<file path="src/rtl/cdt_pkg.sv">
package cdt_pkg;

   typedef enum logic [1:0] {
      MODE_OFF      = 2'd0,
      MODE_PERIODIC = 2'd1,
      MODE_ONESHOT  = 2'd2
   } cdt_mode_e;

   localparam int POL_W           = 5;
   localparam int POL_DWELL       = 0;
   localparam int POL_CONT        = 1;
   localparam int POL_LATE_TRIG   = 2;
   localparam int POL_LATE_RELOAD = 3;
   localparam int POL_DEC_ONLY    = 4;

endpackage

</file>
<file path="src/rtl/cdt_prescale.sv">
module cdt_prescale #(
   parameter int PER_W = 8
) (
   input  logic             clk_i,
   input  logic             rst_ni,
   input  logic             run_i,
   input  logic             hold_i,
   input  logic             restart_i,
   input  logic [PER_W-1:0] period_i,
   output logic             tick_o
);

   logic [PER_W-1:0] phase_q;
   logic             at_end;
   logic             per_zero;

   assign per_zero = (period_i == '0);
   assign at_end   = (phase_q == period_i - 1'b1);
   assign tick_o   = run_i && !hold_i && !per_zero && at_end;

   always_ff @(posedge clk_i) begin
      if (!rst_ni) begin
         phase_q <= '0;
      end else if (!run_i || restart_i || per_zero || tick_o) begin
         phase_q <= '0;
      end else if (!hold_i) begin
         phase_q <= phase_q + 1'b1;
      end
   end

   // the phase never escapes the programmed period
   p_phase_in_range_r13: assert property (@(posedge clk_i) disable iff (!rst_ni)
      (period_i != '0) |-> (phase_q < period_i));

endmodule

</file>
<file path="src/rtl/cdt_arm.sv">
module cdt_arm
   import cdt_pkg::*;
#(
   parameter int CNT_W = 16
) (
   input  logic [POL_W-1:0] policy_i,
   input  logic [CNT_W-1:0] val_i,
   input  logic [CNT_W-1:0] lim_i,
   input  cdt_mode_e        mode_i,
   output logic [CNT_W-1:0] count_o,
   output cdt_mode_e        mode_o,
   output logic             defer_o,
   output logic             fire_o
);

   logic lim_zero;
   logic keep_zero;

   assign lim_zero  = (lim_i == '0);
   assign keep_zero = (mode_i == MODE_PERIODIC) &&
                      ((policy_i[POL_LATE_RELOAD] && !lim_zero) ||
                       (policy_i[POL_CONT] && lim_zero));

   always_comb begin
      count_o = val_i;
      mode_o  = mode_i;
      defer_o = 1'b0;
      fire_o  = 1'b0;
      if (val_i == '0) begin
         if (policy_i[POL_LATE_TRIG]) begin
            defer_o = 1'b1;
         end else begin
            fire_o = !policy_i[POL_DEC_ONLY];
            if (!policy_i[POL_LATE_RELOAD] && !lim_zero) begin
               count_o = lim_i;
            end else if (!keep_zero) begin
               mode_o = MODE_OFF;
            end
         end
      end
   end

endmodule

</file>
<file path="src/rtl/cdt_core.sv">
module cdt_core
   import cdt_pkg::*;
#(
   parameter int CNT_W = 16,
   parameter int PER_W = 8
) (
   input  logic             clk_i,
   input  logic             rst_ni,
   input  logic [POL_W-1:0] policy_i,
   input  logic             limit_we_i,
   input  logic             limit_reload_i,
   input  logic [CNT_W-1:0] limit_i,
   input  logic             count_we_i,
   input  logic [CNT_W-1:0] count_i,
   input  logic             start_i,
   input  logic             start_single_i,
   input  logic             stop_i,
   input  logic             period_we_i,
   input  logic [PER_W-1:0] period_i,
   input  logic             tick_i,
   output logic [CNT_W-1:0] count_o,
   output cdt_mode_e        mode_o,
   output logic             fire_o,
   output logic             run_o,
   output logic             hold_o,
   output logic             restart_o,
   output logic [PER_W-1:0] period_o
);

   localparam logic [CNT_W-1:0] ONE = CNT_W'(1);

   cdt_mode_e        mode_q, mode_d, req_mode, arm_mode, a_mode;
   logic [CNT_W-1:0] count_q, count_d, limit_q, limit_d;
   logic [CNT_W-1:0] arm_val, arm_lim, a_count;
   logic [PER_W-1:0] period_q, period_d;
   logic             defer_q, defer_d, fire_q, fire_d;
   logic             a_defer, a_fire, running, restart;

   assign running  = (mode_q != MODE_OFF);
   assign req_mode = start_single_i ? MODE_ONESHOT : MODE_PERIODIC;

   // operands of the zero-count decision for the strobe in this cycle
   always_comb begin
      arm_val  = count_q;
      arm_lim  = limit_q;
      arm_mode = req_mode;
      if (start_i) begin
         arm_mode = req_mode;
      end else if (count_we_i) begin
         arm_val  = count_i;
         arm_mode = mode_q;
      end else if (limit_we_i) begin
         arm_val  = limit_i;
         arm_lim  = limit_i;
         arm_mode = mode_q;
      end
   end

   cdt_arm #(.CNT_W(CNT_W)) arm_i (
      .policy_i (policy_i),
      .val_i    (arm_val),
      .lim_i    (arm_lim),
      .mode_i   (arm_mode),
      .count_o  (a_count),
      .mode_o   (a_mode),
      .defer_o  (a_defer),
      .fire_o   (a_fire)
   );

   always_comb begin
      mode_d   = mode_q;
      count_d  = count_q;
      limit_d  = limit_q;
      period_d = period_q;
      defer_d  = defer_q;
      fire_d   = 1'b0;
      restart  = 1'b0;
      if (stop_i) begin
         mode_d  = MODE_OFF;
         defer_d = 1'b0;
      end else if (start_i) begin
         if (!running) begin
            if (period_q != '0) begin
               count_d = a_count;
               mode_d  = a_mode;
               defer_d = a_defer;
               fire_d  = a_fire;
               restart = 1'b1;
            end
         end else begin
            mode_d = req_mode;
         end
      end else if (count_we_i) begin
         if (running) begin
            count_d = a_count;
            mode_d  = a_mode;
            defer_d = a_defer;
            fire_d  = a_fire;
            restart = 1'b1;
         end else begin
            count_d = count_i;
            defer_d = 1'b0;
         end
      end else if (limit_we_i) begin
         limit_d = limit_i;
         if (limit_reload_i) begin
            if (running) begin
               count_d = a_count;
               mode_d  = a_mode;
               defer_d = a_defer;
               fire_d  = a_fire;
               restart = 1'b1;
            end else begin
               count_d = limit_i;
               defer_d = 1'b0;
            end
         end
      end else if (period_we_i) begin
         period_d = period_i;
         restart  = 1'b1;
      end else if (running && period_q == '0) begin
         mode_d = MODE_OFF;
      end else if (tick_i) begin
         if (count_q > ONE) begin
            count_d = count_q - ONE;
         end else if (count_q == ONE) begin
            fire_d = 1'b1;
            if (mode_q == MODE_ONESHOT) begin
               count_d = '0;
               mode_d  = MODE_OFF;
            end else if (policy_i[POL_DWELL]) begin
               count_d = '0;
            end else begin
               count_d = limit_q;
               if (limit_q == '0 && !policy_i[POL_CONT]) mode_d = MODE_OFF;
            end
         end else begin
            fire_d  = defer_q || (policy_i[POL_CONT] && limit_q == '0 &&
                                  mode_q == MODE_PERIODIC);
            defer_d = 1'b0;
            if (mode_q == MODE_ONESHOT) begin
               mode_d = MODE_OFF;
            end else if (limit_q != '0) begin
               count_d = limit_q;
            end else if (!policy_i[POL_CONT]) begin
               mode_d = MODE_OFF;
            end
         end
      end
   end

   always_ff @(posedge clk_i) begin
      if (!rst_ni) begin
         mode_q   <= MODE_OFF;
         count_q  <= '0;
         limit_q  <= '0;
         period_q <= '0;
         defer_q  <= 1'b0;
         fire_q   <= 1'b0;
      end else begin
         mode_q   <= mode_d;
         count_q  <= count_d;
         limit_q  <= limit_d;
         period_q <= period_d;
         defer_q  <= defer_d;
         fire_q   <= fire_d;
      end
   end

   assign count_o   = count_q;
   assign mode_o    = mode_q;
   assign fire_o    = fire_q;
   assign run_o     = running;
   assign hold_o    = stop_i | start_i | count_we_i | limit_we_i | period_we_i;
   assign restart_o = restart;
   assign period_o  = period_q;

   // input assumption, one strobe per cycle
   p_single_strobe_r14: assert property (@(posedge clk_i) disable iff (!rst_ni)
      $onehot0({stop_i, start_i, count_we_i, limit_we_i, period_we_i}));

   // input assumption, illegal policy pair never applied
   p_policy_legal_r11: assert property (@(posedge clk_i) disable iff (!rst_ni)
      !(policy_i[POL_LATE_TRIG] && policy_i[POL_DEC_ONLY]));

   // no fire caused by a strobe under decrement-only
   p_dec_only_r11: assert property (@(posedge clk_i) disable iff (!rst_ni)
      (policy_i[POL_DEC_ONLY] && (start_i || count_we_i || limit_we_i)) |=> !fire_o);

   // repeating expiry refills from the limit and fires
   p_refill_r2: assert property (@(posedge clk_i) disable iff (!rst_ni)
      (mode_q == MODE_PERIODIC && tick_i && count_q == ONE &&
       !policy_i[POL_DWELL] && limit_q != '0)
      |=> (count_q == $past(limit_q) && fire_o && mode_q == MODE_PERIODIC));

   // single-shot expiry ends at zero, off, with a fire
   p_oneshot_end_r3: assert property (@(posedge clk_i) disable iff (!rst_ni)
      (mode_q == MODE_ONESHOT && tick_i && count_q == ONE)
      |=> (mode_q == MODE_OFF && count_q == '0 && fire_o));

   // dwell keeps a repeating timer at zero after reaching it
   p_dwell_r7: assert property (@(posedge clk_i) disable iff (!rst_ni)
      (mode_q == MODE_PERIODIC && tick_i && count_q == ONE && policy_i[POL_DWELL])
      |=> (count_q == '0 && mode_q == MODE_PERIODIC));

   // stop turns off and keeps the count
   p_stop_keeps_r5: assert property (@(posedge clk_i) disable iff (!rst_ni)
      stop_i |=> (mode_q == MODE_OFF && count_q == $past(count_q)));

   // start with a zero period has no effect
   p_zero_period_r6: assert property (@(posedge clk_i) disable iff (!rst_ni)
      (mode_q == MODE_OFF && start_i && period_q == '0) |=> (mode_q == MODE_OFF));

   // period write keeps the count
   p_period_keeps_r13: assert property (@(posedge clk_i) disable iff (!rst_ni)
      period_we_i |=> (count_q == $past(count_q)));

endmodule

</file>
<file path="src/rtl/cdt_timer.sv">
module cdt_timer
   import cdt_pkg::*;
#(
   parameter int CNT_W = 16,
   parameter int PER_W = 8
) (
   input  logic             clk_i,
   input  logic             rst_ni,
   input  logic [POL_W-1:0] policy_i,
   input  logic             limit_we_i,
   input  logic             limit_reload_i,
   input  logic [CNT_W-1:0] limit_i,
   input  logic             count_we_i,
   input  logic [CNT_W-1:0] count_i,
   input  logic             start_i,
   input  logic             start_single_i,
   input  logic             stop_i,
   input  logic             period_we_i,
   input  logic [PER_W-1:0] period_i,
   output logic [CNT_W-1:0] count_o,
   output logic [1:0]       mode_o,
   output logic             fire_o
);

   generate
      if (CNT_W < 2) begin : g_bad_cnt
         $error("cdt_timer: CNT_W must be at least 2");
      end
      if (PER_W < 1 || PER_W > 32) begin : g_bad_per
         $error("cdt_timer: PER_W must be within 1..32");
      end
   endgenerate

   cdt_mode_e        mode;
   logic             tick, run, hold, restart;
   logic [PER_W-1:0] period;

   cdt_prescale #(.PER_W(PER_W)) pre_i (
      .clk_i     (clk_i),
      .rst_ni    (rst_ni),
      .run_i     (run),
      .hold_i    (hold),
      .restart_i (restart),
      .period_i  (period),
      .tick_o    (tick)
   );

   cdt_core #(.CNT_W(CNT_W), .PER_W(PER_W)) core_i (
      .clk_i          (clk_i),
      .rst_ni         (rst_ni),
      .policy_i       (policy_i),
      .limit_we_i     (limit_we_i),
      .limit_reload_i (limit_reload_i),
      .limit_i        (limit_i),
      .count_we_i     (count_we_i),
      .count_i        (count_i),
      .start_i        (start_i),
      .start_single_i (start_single_i),
      .stop_i         (stop_i),
      .period_we_i    (period_we_i),
      .period_i       (period_i),
      .tick_i         (tick),
      .count_o        (count_o),
      .mode_o         (mode),
      .fire_o         (fire_o),
      .run_o          (run),
      .hold_o         (hold),
      .restart_o      (restart),
      .period_o       (period)
   );

   assign mode_o = mode;

endmodule

</file>
<file path="config.mk">
export PLATFORM = sky130hd
export DESIGN_NAME = cdt_timer
export DESIGN_NICKNAME = d
export VERILOG_FILES = /design/src/rtl/cdt_pkg.sv /design/src/rtl/cdt_prescale.sv /design/src/rtl/cdt_arm.sv /design/src/rtl/cdt_core.sv /design/src/rtl/cdt_timer.sv
export SDC_FILE = /design/constraint.sdc
export NUM_CORES = 1
export LEC_CHECK = 0
export BUFFER_PORTS_ARGS = -buffer_cell sky130_fd_sc_hd__buf_2
export CORE_MARGIN = 2
export CORE_UTILIZATION = 34
export DETAILED_ROUTE_END_ITERATION = 7
export GPL_TIMING_DRIVEN = 0
export SKIP_CTS_REPAIR_TIMING = 1
export SYNTH_ARGS = -nofsm -noshare
export SYNTH_HDL_FRONTEND = slang
export SYNTH_HIERARCHICAL = 1
export SYNTH_SLANG_ARGS = --single-unit
</file>
<file path="constraint.sdc">
create_clock -name clk_i -period 6.7 [get_ports clk_i]
set_input_delay 1.005 -clock clk_i [delete_from_list [all_inputs] [get_ports clk_i]]
set_output_delay 1.005 -clock clk_i [all_outputs]
set_load 0.1 [all_outputs]
</file>
## Yosys cells after proc, flatten, opt, wreduce, memory -nomap -nowiden

Cells that the tools add are included.

| word-level totals | value |
|---|---|
| input bits | 54 |
| output and inout bits | 19 |
| register bits | 52 |

| cells by class | value |
|---|---|
| reduce and logical (&&, ||, !) cells | 39 |
| $add $sub $neg | 3 |
| order comparisons | 1 |
| bitwise operators | 9 |
| equal/unequal tests | 19 |
| muxes and demuxes | 89 |

Operators with widths:

| kind | count |
|---|---|
| 2-to-1 mux 16 bit | 26 |
| 2-to-1 mux 2 bit | 26 |
| logical NOT 16 bit | 3 |
| 2-to-1 mux 1 bit | 37 |
| AND reduction 9 bit | 2 |
| == test 16 x 1 -> 1 bit (second input constant) | 1 |
| > comparator 16 x 1 -> 1 bit (second input constant) | 1 |
| inequality test 4 bit (second input constant) | 4 |
| nonzero test 16 bit | 1 |
| subtractor 16 x 1 -> 16 bit (second input constant) | 1 |
| inequality test 7 x 6 -> 1 bit (second input constant) | 2 |
| logical AND 1 bit | 11 |
| adder 8 x 1 -> 8 bit (second input constant) | 1 |
| == test 8 bit | 1 |
| logical NOT 8 bit | 1 |
| AND reduction 8 bit | 1 |
| nonzero test 8 bit | 1 |
| subtractor 8 x 1 -> 8 bit (second input constant) | 1 |
| logical NOT 1 bit | 7 |
| inequality test 7 x 1 -> 1 bit (second input constant) | 1 |
| inequality test 7 x 4 -> 1 bit (second input constant) | 1 |
| inequality test 6 x 4 -> 1 bit (second input constant) | 1 |
| nonzero test 6 bit | 1 |
| logical OR 1 bit | 5 |
| 14 further kinds | 23 |

## Logic depth before layout (Yosys ltp)

Gate-level depths: netlist of run 1.

| logic depth | value |
|---|---|
| word-level depth | 17 |
| mapped depth | 15 |
| mapped depth without buffers | 12 |

## By module

Netlist of run 1, hierarchy kept.

By module, submodules not included:

| module | seq. area each (µm²) | instances | area an instance (µm²) | cells each |
|---|---|---|---|---|
| cdt_core | 880.8 | 1 | 3545.9 | 481 |
| cdt_prescale | 160.2 | 1 | 686.9 | 81 |
| cdt_arm | 0.0 | 1 | 270.3 | 37 |

## Worst setup path after synthesis of run 1

OpenSTA, ideal clock, no wires.

| path | value |
|---|---|
| path type | input port to flip-flop |
| start point | input port count_we_i |
| end point | register core_i.count_q[5] (netlist: core_i/count_o[5]) |
| path slack | 2518 ps |
| path buffers | 3 |
| cell stages on the path | 15 |
| arrival | 4107 ps |
| cell sequence | clkbuf_1 nor2_1 nand2_1 or3_1 nand4b_1 nor4_1 o311a_2 buf_6 or3b_1 a31oi_2 o211ai_1 nor2_2 buf_4 o221ai_1 a31oi_1 |

| on the way | value |
|---|---|
| elaborated cells between the ends (all ways) | 33 |
| classes of those cells | eq/ne: 4; mux: 15; bitwise: 3; reduce/logical: 11 |

RTL lines:

| what | RTL line | source |
|---|---|---|
| start, declared | cdt_timer.sv:13 | `input logic count_we_i,` |
| OR 1 bit (3 in a row) | cdt_core.sv:174 | `assign hold_o = stop_i \| start_i \| count_we_i \| limit_we_i \| period_we_i;` |
| named net hold | cdt_timer.sv:35 | `logic tick, run, hold, restart;` |
| logical NOT 1 bit | cdt_prescale.sv:19 | `assign tick_o = run_i && !hold_i && !per_zero && at_end;` |
| logical AND 1 bit (3 in a row) | cdt_prescale.sv:19 |  |
| named net tick | cdt_timer.sv:35 |  |
| nonzero test 4 bit (no source line) | - |  |
| AND reduction 9 bit (no source line) | - |  |
| end signal, assigned | cdt_core.sv:162 | `count_q <= count_d;` |
| end, declared | cdt_core.sv:33 | `logic [CNT_W-1:0] count_q, count_d, limit_q, limit_d;` |

The timed path passes the listed nets, and every way through them passes these cells. The select of a mux whose other input is x is not followed.
A chain may end at the register's enable or synchronous reset.

## Final worst setup path of run 1

| path | value |
|---|---|
| start point | input port count_we_i |
| end point | register core_i.count_q[13] (netlist: core_i/count_o[13]) |

Same word-level chain as after synthesis.

==> impl_metrics.ini, run 1 <==
[timing]
slew_viol_final = 0
max_freq_mhz = 206
fin_skew_ps = 16.8
tns_ps = 0
period_share_pct = 72.3
tightestPinTransition_ps = 1010
hold_violations = 0
setup_viol = 0
relSlewSlack_pct = 32.2
post-route-min-period_ps = 4840
rsz0062_at_grt = no

[yosys]
yosys_warnings = 6
synth_seq_cells = 52
synth_top_area_share_pct = 23.1
yosysUniqueCellTypes = 78
netlist_area_sq_um = 4500
seq_area_frac_synth_pct = 23.1
yosysMostFrequentCell = nand2_1
yosys-top-cells-count = nand2_1, dfxtp_1, o21ai_0
synth.avg_cell_area_sq_um = 7.52
syn_inst = 599
synth_top_area_cell = dfxtp_1
synth_edf_count = 0
yosys-top-cells-area = dfxtp_1, nand2_1, mux2_2
async_flop_share_pct = 0
synth_ff_type = dfxtp_1
synth_nets = 657

[global_routing]
grt_usage_pct = 23.1
antenna_found_initial = 0
grt_pass1_wl_mm = 26.1
grt_pass1_vias = 4664
gr-total-overflow = 0
grt_max_degree = 19

[drt]
vias = 5038
wl_mm = 16.7
viasPerCell = 5.90
drc = 0
drtIter0Drc = 532
first_pass_iters = 6
routedWlPerCell_um = 19.6
ant_nets = 0

[worst_hold_path]
min_to = core_i/period_o[1]
hold_path_class = register to register
hp-start = core_i/period_o[1]
holdPathStages = 2

[worst_setup_path]
required_ps = 6910
start_kind = primary input
crit_fanout = 11
crit_chain = buf_2, clkbuf_1, nor2_1, nand2_1, or3_1, nand4b_1, nor4_1, o311a_2, buf_6, or3b_1, a31oi_2, o211ai_1, nor2_2, buf_4, o221ai_1, a31oi_1
max_stage_delay_ps = 470
crit_buf_inv = 4
reg2regPathDepth = 15
critPathArrivalTime_ps = 5050
timing.rr.end = core_i/count_o[13]
path_class = primary input to register
slowest_stage = or3_1
r2r_start = core_i/mode_o[0]
crit_family = simple AND/OR/NAND/NOR gates
reg2reg_slack_ps = 2410
endpoint_kind = register

[flow_run]
maxCapViolCount = 0

[cells_and_area]
drive_gt1_share_pct = 21.2
syn_to_final_growth_pct = 16.1
nets = 735
insertedDiodeCount = 0
fin_area_sq_um = 5230

[clocking]
cts.path.max_buffers = 2
cts_tree = built
path_clk_slew_ps = 80
cts_buffers = 5
clock_sinks = 52
clk_latency_ps = 310
root_buffer = clkbuf_16
cts_max_level = 2

[pwr]
ir_worst_vdd_uv = 108
power.internal_w = 0.000583
power.switching_w = 0.000402
clock_power_share_pct = 27.6
p_leak_nw = 2.07
switching_share_pct = 40.8
power_density_nw_per_um2 = 188
pwr-share-seq_pct = 34.9
combPwrFrac_pct = 37.4

[floorplanning]
row_count = 42
fp.dieH_um = 119
core_sq_um = 13100
die_x_um = 119
initial_core_util_pct = 34.4
num_io_pins = 73
dieArea_sq_um = 14200

[placement]
place_congestion = 0.954
hpwl_mm = 13.6
portBuffers = 71
dpl_cell_area_sq_um = 5080

[status]
status = complete, no violations
-- kinds of logic (layout without fill, tap and decap cells) --
family | after synthesis | in the layout | synth area share, %
buffers and inverters | 51 | 130 | 5.39
AOI/OAI and AO/OA | 195 | 195 | 30.6
xor gates and xnor gates | 25 | 25 | 4.86
DFF | 52 | 52 | 23.1
and+or+nand+nor | 249 | 249 | 29.3
muxes | 23 | 23 | 5.64
adders and majority gates | 4 | 4 | 1.11
-- state kept, by name, summed over array words and instances, names as in the netlist --
name,cells
core_i/count_o,16
core_i/limit_q,16
core_i/period_o,8
pre_i/phase_q,8
core_i/mode_o,2
core_i/defer_q,1
core_i/fire_o,1
-- per-layer routing --
metal	share of wire, %	vias to the layer above	wire, um	GRT usage, %
met2	45	220	7580	36.7
met3	6.9	30	1150	3.59
li1	-	2418	-	-
met4	2.2	0	361	6.03
met5	0	-	0	0
met1	46	2370	7650	32.7
-- how the worst max path moves through the flow --
stage,startpoint,to,cells after the start
after floorplan,count_we_i,core_i/count_o[5],15
after detailed placement,count_we_i,core_i/count_o[13],16
final,count_we_i,core_i/count_o[13],16
after global routing,count_we_i,core_i/count_o[13],16
after CTS,count_we_i,core_i/count_o[13],16
after global placement,count_we_i,core_i/count_o[13],16
-- cell type report --
class	count	area, sq um
fill	1380	7860
multi-input combinational	496	3220
sequential	52	1040
timing repair buffer	71	355
tap	176	220
buffer	40	201
clock buffer	5	125
inverter	11	41.3
clock inverter	3	25.0
-- through the flow --
stage / cells / power, W / setup WS, ps / hold slack [ps] / utilization, %
CTS: 854 / 0.000982 / 1990 / 522 / 40.0
floorplan: 599 / 0.000610 / 2520 / 454 / -
detailed placement: 846 / 0.000711 / 1690 / 512 / 38.8
global placement: 846 / 0.000707 / 1710 / 505 / 38.8
finish: 854 / 0.000985 / 1860 / 525 / 40.0
global route: 854 / 0.00103 / 1660 / 551 / 40.0
-- power groups by stage --
stage	logic [W]	clock network, W	registers [W]
global placement	0.000357	0	0.000350
finish	0.000369	0.000272	0.000344
CTS	0.000363	0.000276	0.000343
global route	0.000394	0.000294	0.000346
detailed placement	0.000361	0	0.000351
floorplan	0.000205	0	0.000405
-- placed cells by master, fill, tap and decap left out, types with 4 or more instances in the layout --
| master | instances |
|---|---|
| nand4b_1 | 4 |
| buf_6 | 5 |
| a22oi_1 | 15 |
| nand2b_1 | 5 |
| o22ai_1 | 7 |
| a21o_2 | 7 |
| clkbuf_1 | 27 |
| nor2_1 | 31 |
| a21o_1 | 10 |
| nor3_1 | 11 |
| inv_1 | 10 |
| or3_1 | 4 |
| mux2_2 | 19 |
| xnor2_1 | 12 |
| dfxtp_1 | 52 |
| o221ai_1 | 21 |
| a21oi_1 | 33 |
| nand4_1 | 8 |
| ha_1 | 4 |
| mux2i_1 | 4 |
| buf_2 | 73 |
| a31oi_1 | 11 |
| nand3_1 | 18 |
| xor2_1 | 13 |
| o21ai_0 | 41 |
| o211ai_1 | 17 |
| clkbuf_16 | 5 |
| nand2_1 | 108 |
| nor4_1 | 19 |
-- tightest hold or removal path, delay by kind of cell, from the launching register on --
kind	cells	cell delay (ps)
flip-flops	1	360
AND/OR/NAND/NOR	1	70
AO/OA/AOI/OAI	1	50
No activity file was read; power rests on OpenSTA's default activity.
==> inputs of run 2 (changes only) <==
==> constraint.sdc (replaced) <==
create_clock -name clk_i -period 4.35 [get_ports clk_i]
set_input_delay 0.6525 -clock clk_i [delete_from_list [all_inputs] [get_ports clk_i]]
set_output_delay 0.6525 -clock clk_i [all_outputs]
set_load 0.1 [all_outputs]
==> run 2 against run 1 <==
Against the previous run: via count about the same; wire length shrank 0.34%; register-to-register slack worse by 1900 ps; sequential share of layout area hardly changed; die area unchanged; sequential power up 54%; clock skew about the same; critical path type unchanged; critical endpoint is now core_i/count_o[4]; largest power group unchanged.
==> impl_metrics.ini, run 2 (same netlist as run 1, synthesis figures left out) <==
[status]
status = complete, no violations

[placement]
hpwl_mm = 13.6
place_congestion = 0.954
portBuffers = 71
dpl_cell_area_sq_um = 5080

[clocking]
path_clk_slew_ps = 80
clock_sinks = 52
cts.path.max_buffers = 2
clk_latency_ps = 310
root_buffer = clkbuf_16
cts_max_level = 2
cts_buffers = 5
cts_tree = built

[drt]
wl_mm = 16.7
wl_met2_mm = 7.57
drc = 0
viasPerCell = 5.91
m1WireLength_mm = 7.50
ant_nets = 0
drtIter0Drc = 480
first_pass_iters = 5
routedWlPerCell_um = 19.6
top_layer_used = met4
wl_met3_mm = 1.29
vias = 5039

[timing]
max_freq_mhz = 237
setup_viol = 0
rsz0062_at_grt = no
fin_skew_ps = 17.1
slew_viol_final = 0
post-route-min-period_ps = 4230
tns_ps = 0
period_share_pct = 97.1
tightestPinTransition_ps = 1050
hold_violations = 0
relSlewSlack_pct = 29.4

[flow_run]
maxCapViolCount = 0

[pwr]
p_total_w = 0.00152
pwr-share-seq_pct = 34.9
power.internal_w = 0.000898
switching_share_pct = 40.9
clock_power_share_pct = 27.7
p_leak_nw = 2.07
ir_worst_vdd_uv = 168
power_density_nw_per_um2 = 290
combPwrFrac_pct = 37.4
power.switching_w = 0.000620

[global_routing]
grt_usage_pct = 23.1
antenna_found_initial = 0
grt_pass1_wl_mm = 26.1
grt_pass1_vias = 4664
grt_max_degree = 19
gr-total-overflow = 0

[floorplanning]
num_io_pins = 73
initial_core_util_pct = 34.4
fp.dieH_um = 119
die_x_um = 119
core_sq_um = 13100
row_count = 42
dieArea_sq_um = 14200

[cells_and_area]
multi_input_area_sq_um = 3230
seq_area_sq_um = 1040
fin_area_sq_um = 5240
fillerInstances = 1381
syn_to_final_growth_pct = 16.3
final_cell_mix = nand2_1, buf_2, dfxtp_1
insertedDiodeCount = 0
fin_util_pct = 40.0
nets = 733
drive_gt1_share_pct = 21.7
final_common_cell = nand2_1

[worst_hold_path]
holdPathStages = 2
hp-start = core_i/period_o[1]
min_to = core_i/period_o[1]
hold_path_class = register to register

[worst_setup_path]
reg2reg_slack_ps = 490
r2r_start = core_i/mode_o[0]
required_ps = 4560
start_kind = primary input
path_class = primary input to register
reg2regPathDepth = 14
timing.rr.end = core_i/count_o[13]
endpoint_kind = register
crit_fanout = 10
critPathArrivalTime_ps = 4430
[run 2: cell types whose count changed in the layout (fill, tap and decap cells not counted), sizes merged]
cell	delta
clkbuf	-2
[run 2: per-stage QoR]
step	cells	worst slack [ps]	hold slack, ps
after floorplan	599	395	454
after global placement	846	-290	505
after detailed placement	846	-309	512
after CTS	854	-11.7	522
after global routing	852	4.77	551
final	852	124	524
[run 2: power groups by stage]
stage          logic (W)  registers [W]  clock network (W)
3_5_place_dp    0.000555       0.000540                  0
3_3_place_gp    0.000549       0.000540                  0
4_1_cts         0.000559       0.000529           0.000425
2_1_floorplan   0.000316       0.000623                  0
5_1_grt         0.000608       0.000533           0.000453
6_report        0.000568       0.000530           0.000420
[run 2: per-layer routing]
metal,vias to the layer above,global-route usage (%)
met5,-,0
met4,0,6.03
met3,27,3.59
met2,252,36.7
met1,2346,32.7
li1,2414,-
[run 2: worst max-delay path by stage]
stage                      from                  to  slack (ps)  cells after the start
6_report                start_i   core_i/count_o[4]         120                     15
5_1_grt                 start_i   core_i/count_o[4]           5                     15
4_1_cts              count_we_i  core_i/count_o[13]         -10                     16
3_5_place_dp         count_we_i  core_i/count_o[13]        -310                     16
3_3_place_gp         count_we_i  core_i/count_o[13]        -290                     16
2_1_floorplan  core_i/mode_o[0]   core_i/count_o[5]         390                     15
[run 2: critical path, stage by stage]
cell and delay [ps]:
buf_2 120, inv_1 180, clkbuf_1 380, o21ai_1 390
clkbuf_1 340, nand2_1 180, o21ai_0 130, nor4_1 470
nand4_1 380, nor3_4 390, a21o_2 210, o22ai_1 80
a21oi_1 150, nor2_1 60, a311oi_1 290
[run 2: final cells by class]
class | instances | area share, %
clock buffers | 5 | 2.39
flip-flops and latches | 52 | 19.9
multi-input cells | 496 | 61.7
repair buffers | 71 | 6.79
plain buffers | 38 | 3.73
well taps | 176 | 4.21
inverters | 11 | 0.789
clock inverters | 3 | 0.478
==> inputs of run 3 (changes only) <==
--- a/config.mk
+++ b/config.mk
@@ -10,6 +10,7 @@
 export CORE_UTILIZATION = 34
 export DETAILED_ROUTE_END_ITERATION = 7
 export GPL_TIMING_DRIVEN = 0
+export RECOVER_POWER = 50
 export SKIP_CTS_REPAIR_TIMING = 1
 export SYNTH_ARGS = -nofsm -noshare
 export SYNTH_HDL_FRONTEND = slang
==> run 3 against run 2 <==
Against the previous run: largest power group unchanged; design area decreased by 0.48%; clock power about the same; non-clock buffer count stayed put; fmax grew 0.29%; highest routed layer unchanged; register-to-register slack about the same; critical path depth unchanged; sequential power hardly changed; cell count did not move; core utilization shrank 0.19 points; critical path type unchanged; flip-flop and latch count unchanged; worst hold slack improved by 2.3 ps; critical endpoint unchanged.
==> impl_metrics.ini, run 3 (same netlist as run 1, synthesis figures left out) <==
[global_routing]
grt_max_degree = 19
grt_pass1_wl_mm = 26.1
grt_pass1_vias = 4664
gr-total-overflow = 0
grt_usage_pct = 23.1
antenna_found_initial = 0

[cells_and_area]
nets = 733
final_common_cell = nand2_1
final_cell_mix = nand2_1, buf_2, dfxtp_1
insertedDiodeCount = 0
syn_to_final_growth_pct = 15.7
drive_gt1_share_pct = 18.8

[floorplanning]
num_io_pins = 73
row_count = 42
fp.dieH_um = 119
core_sq_um = 13100
die_x_um = 119
dieArea_sq_um = 14200
initial_core_util_pct = 34.4

[timing]
hold_violations = 0
slew_viol_final = 0
rsz0062_at_grt = no
fin_skew_ps = 17.1
tightestPinTransition_ps = 1190
post-route-min-period_ps = 4210
fin_hold_ws_ps = 526
relSlewSlack_pct = 21.0
setup_viol = 0
max_freq_mhz = 237
period_share_pct = 96.9

[worst_setup_path]
required_ps = 4560
critPathArrivalTime_ps = 4420
reg2reg_slack_ps = 480
start_kind = primary input
path_class = primary input to register
endpoint_kind = register
crit_fanout = 10

[placement]
place_congestion = 0.954
hpwl_mm = 13.6
portBuffers = 71

[pwr]
ir_worst_vdd_uv = 169
power_density_nw_per_um2 = 291
p_total_w = 0.00152
p_leak_nw = 1.99

[status]
status = complete, no violations

[drt]
vias = 5044
first_pass_iters = 6
ant_nets = 0
drtIter0Drc = 450
drc = 0
viasPerCell = 5.92
wl_mm = 16.7
routedWlPerCell_um = 19.6

[clocking]
cts_buffers = 5
cts.path.max_buffers = 2
root_buffer = clkbuf_16
path_clk_slew_ps = 80
cts_max_level = 2
clk_latency_ps = 310
cts_tree = built
clock_sinks = 52

[worst_hold_path]
hold_path_class = register to register

[flow_run]
maxCapViolCount = 0
run 3: cell count changes in the layout (fill, tap and decap cells not counted):
cell      delta
clkbuf_1    +21
buf_2       -20
buf_1        -1
run 3: stage by stage:
step                      std cells  setup TNS (ps)  utilization, %  cell area [sq um]  worst slack (ps)
after CTS                       854           -11.7            40.0               5230             -11.7
final                           852               0            39.8               5210               137
after global routing            852               0            39.8               5210              3.17
after detailed placement        846           -3540            38.8               5080              -309
after floorplan                 599               0               -               4500               395
after global placement          846           -3620            38.8               5080              -290
run 3: worst paths after layout:
path                 startpoint  cells after the start                  to
min reg2reg  core_i/period_o[1]                      2  core_i/period_o[1]
max reg2reg    core_i/mode_o[0]                     14  core_i/count_o[13]
min          core_i/period_o[1]                      2  core_i/period_o[1]
max                     start_i                     15   core_i/count_o[4]
run 3: report_power, final:
group | total, W | internal (W) | switching (W) | leakage [nW]
combinational | 0.000565 | 0.000182 | 0.000383 | 1.50
clock | 0.000421 | 0.000218 | 0.000203 | 0.0708
sequential | 0.000530 | 0.000493 | 0.0000366 | 0.422
run 3: final cells by class:
class	instances	area, sq um
timing repair buffer	71	330
clock inverter	3	25.0
multi-input combinational	496	3230
tap	176	220
fill	1391	7880
sequential	52	1040
clock buffer	5	125
inverter	11	41.3
buffer	38	195
run 3: metal layers:
layer	GRT usage [%]	share of wire (%)	vias to the layer above
li1	-	-	2413
met1	32.7	45	2369
met2	36.7	45	231
met3	3.59	7.2	31
met4	6.03	2.3	0
met5	0	0	-
run 3: critical path, stage by stage:
cell,delay (ps)
buf_2,120
inv_1,200
clkbuf_1,390
o21ai_1,390
clkbuf_1,340
nand2_1,170
o21ai_0,120
nor4_1,460
nand4_1,380
nor3_4,400
a21o_2,210
o22ai_1,80
a21oi_1,150
nor2_1,60
a311oi_1,290
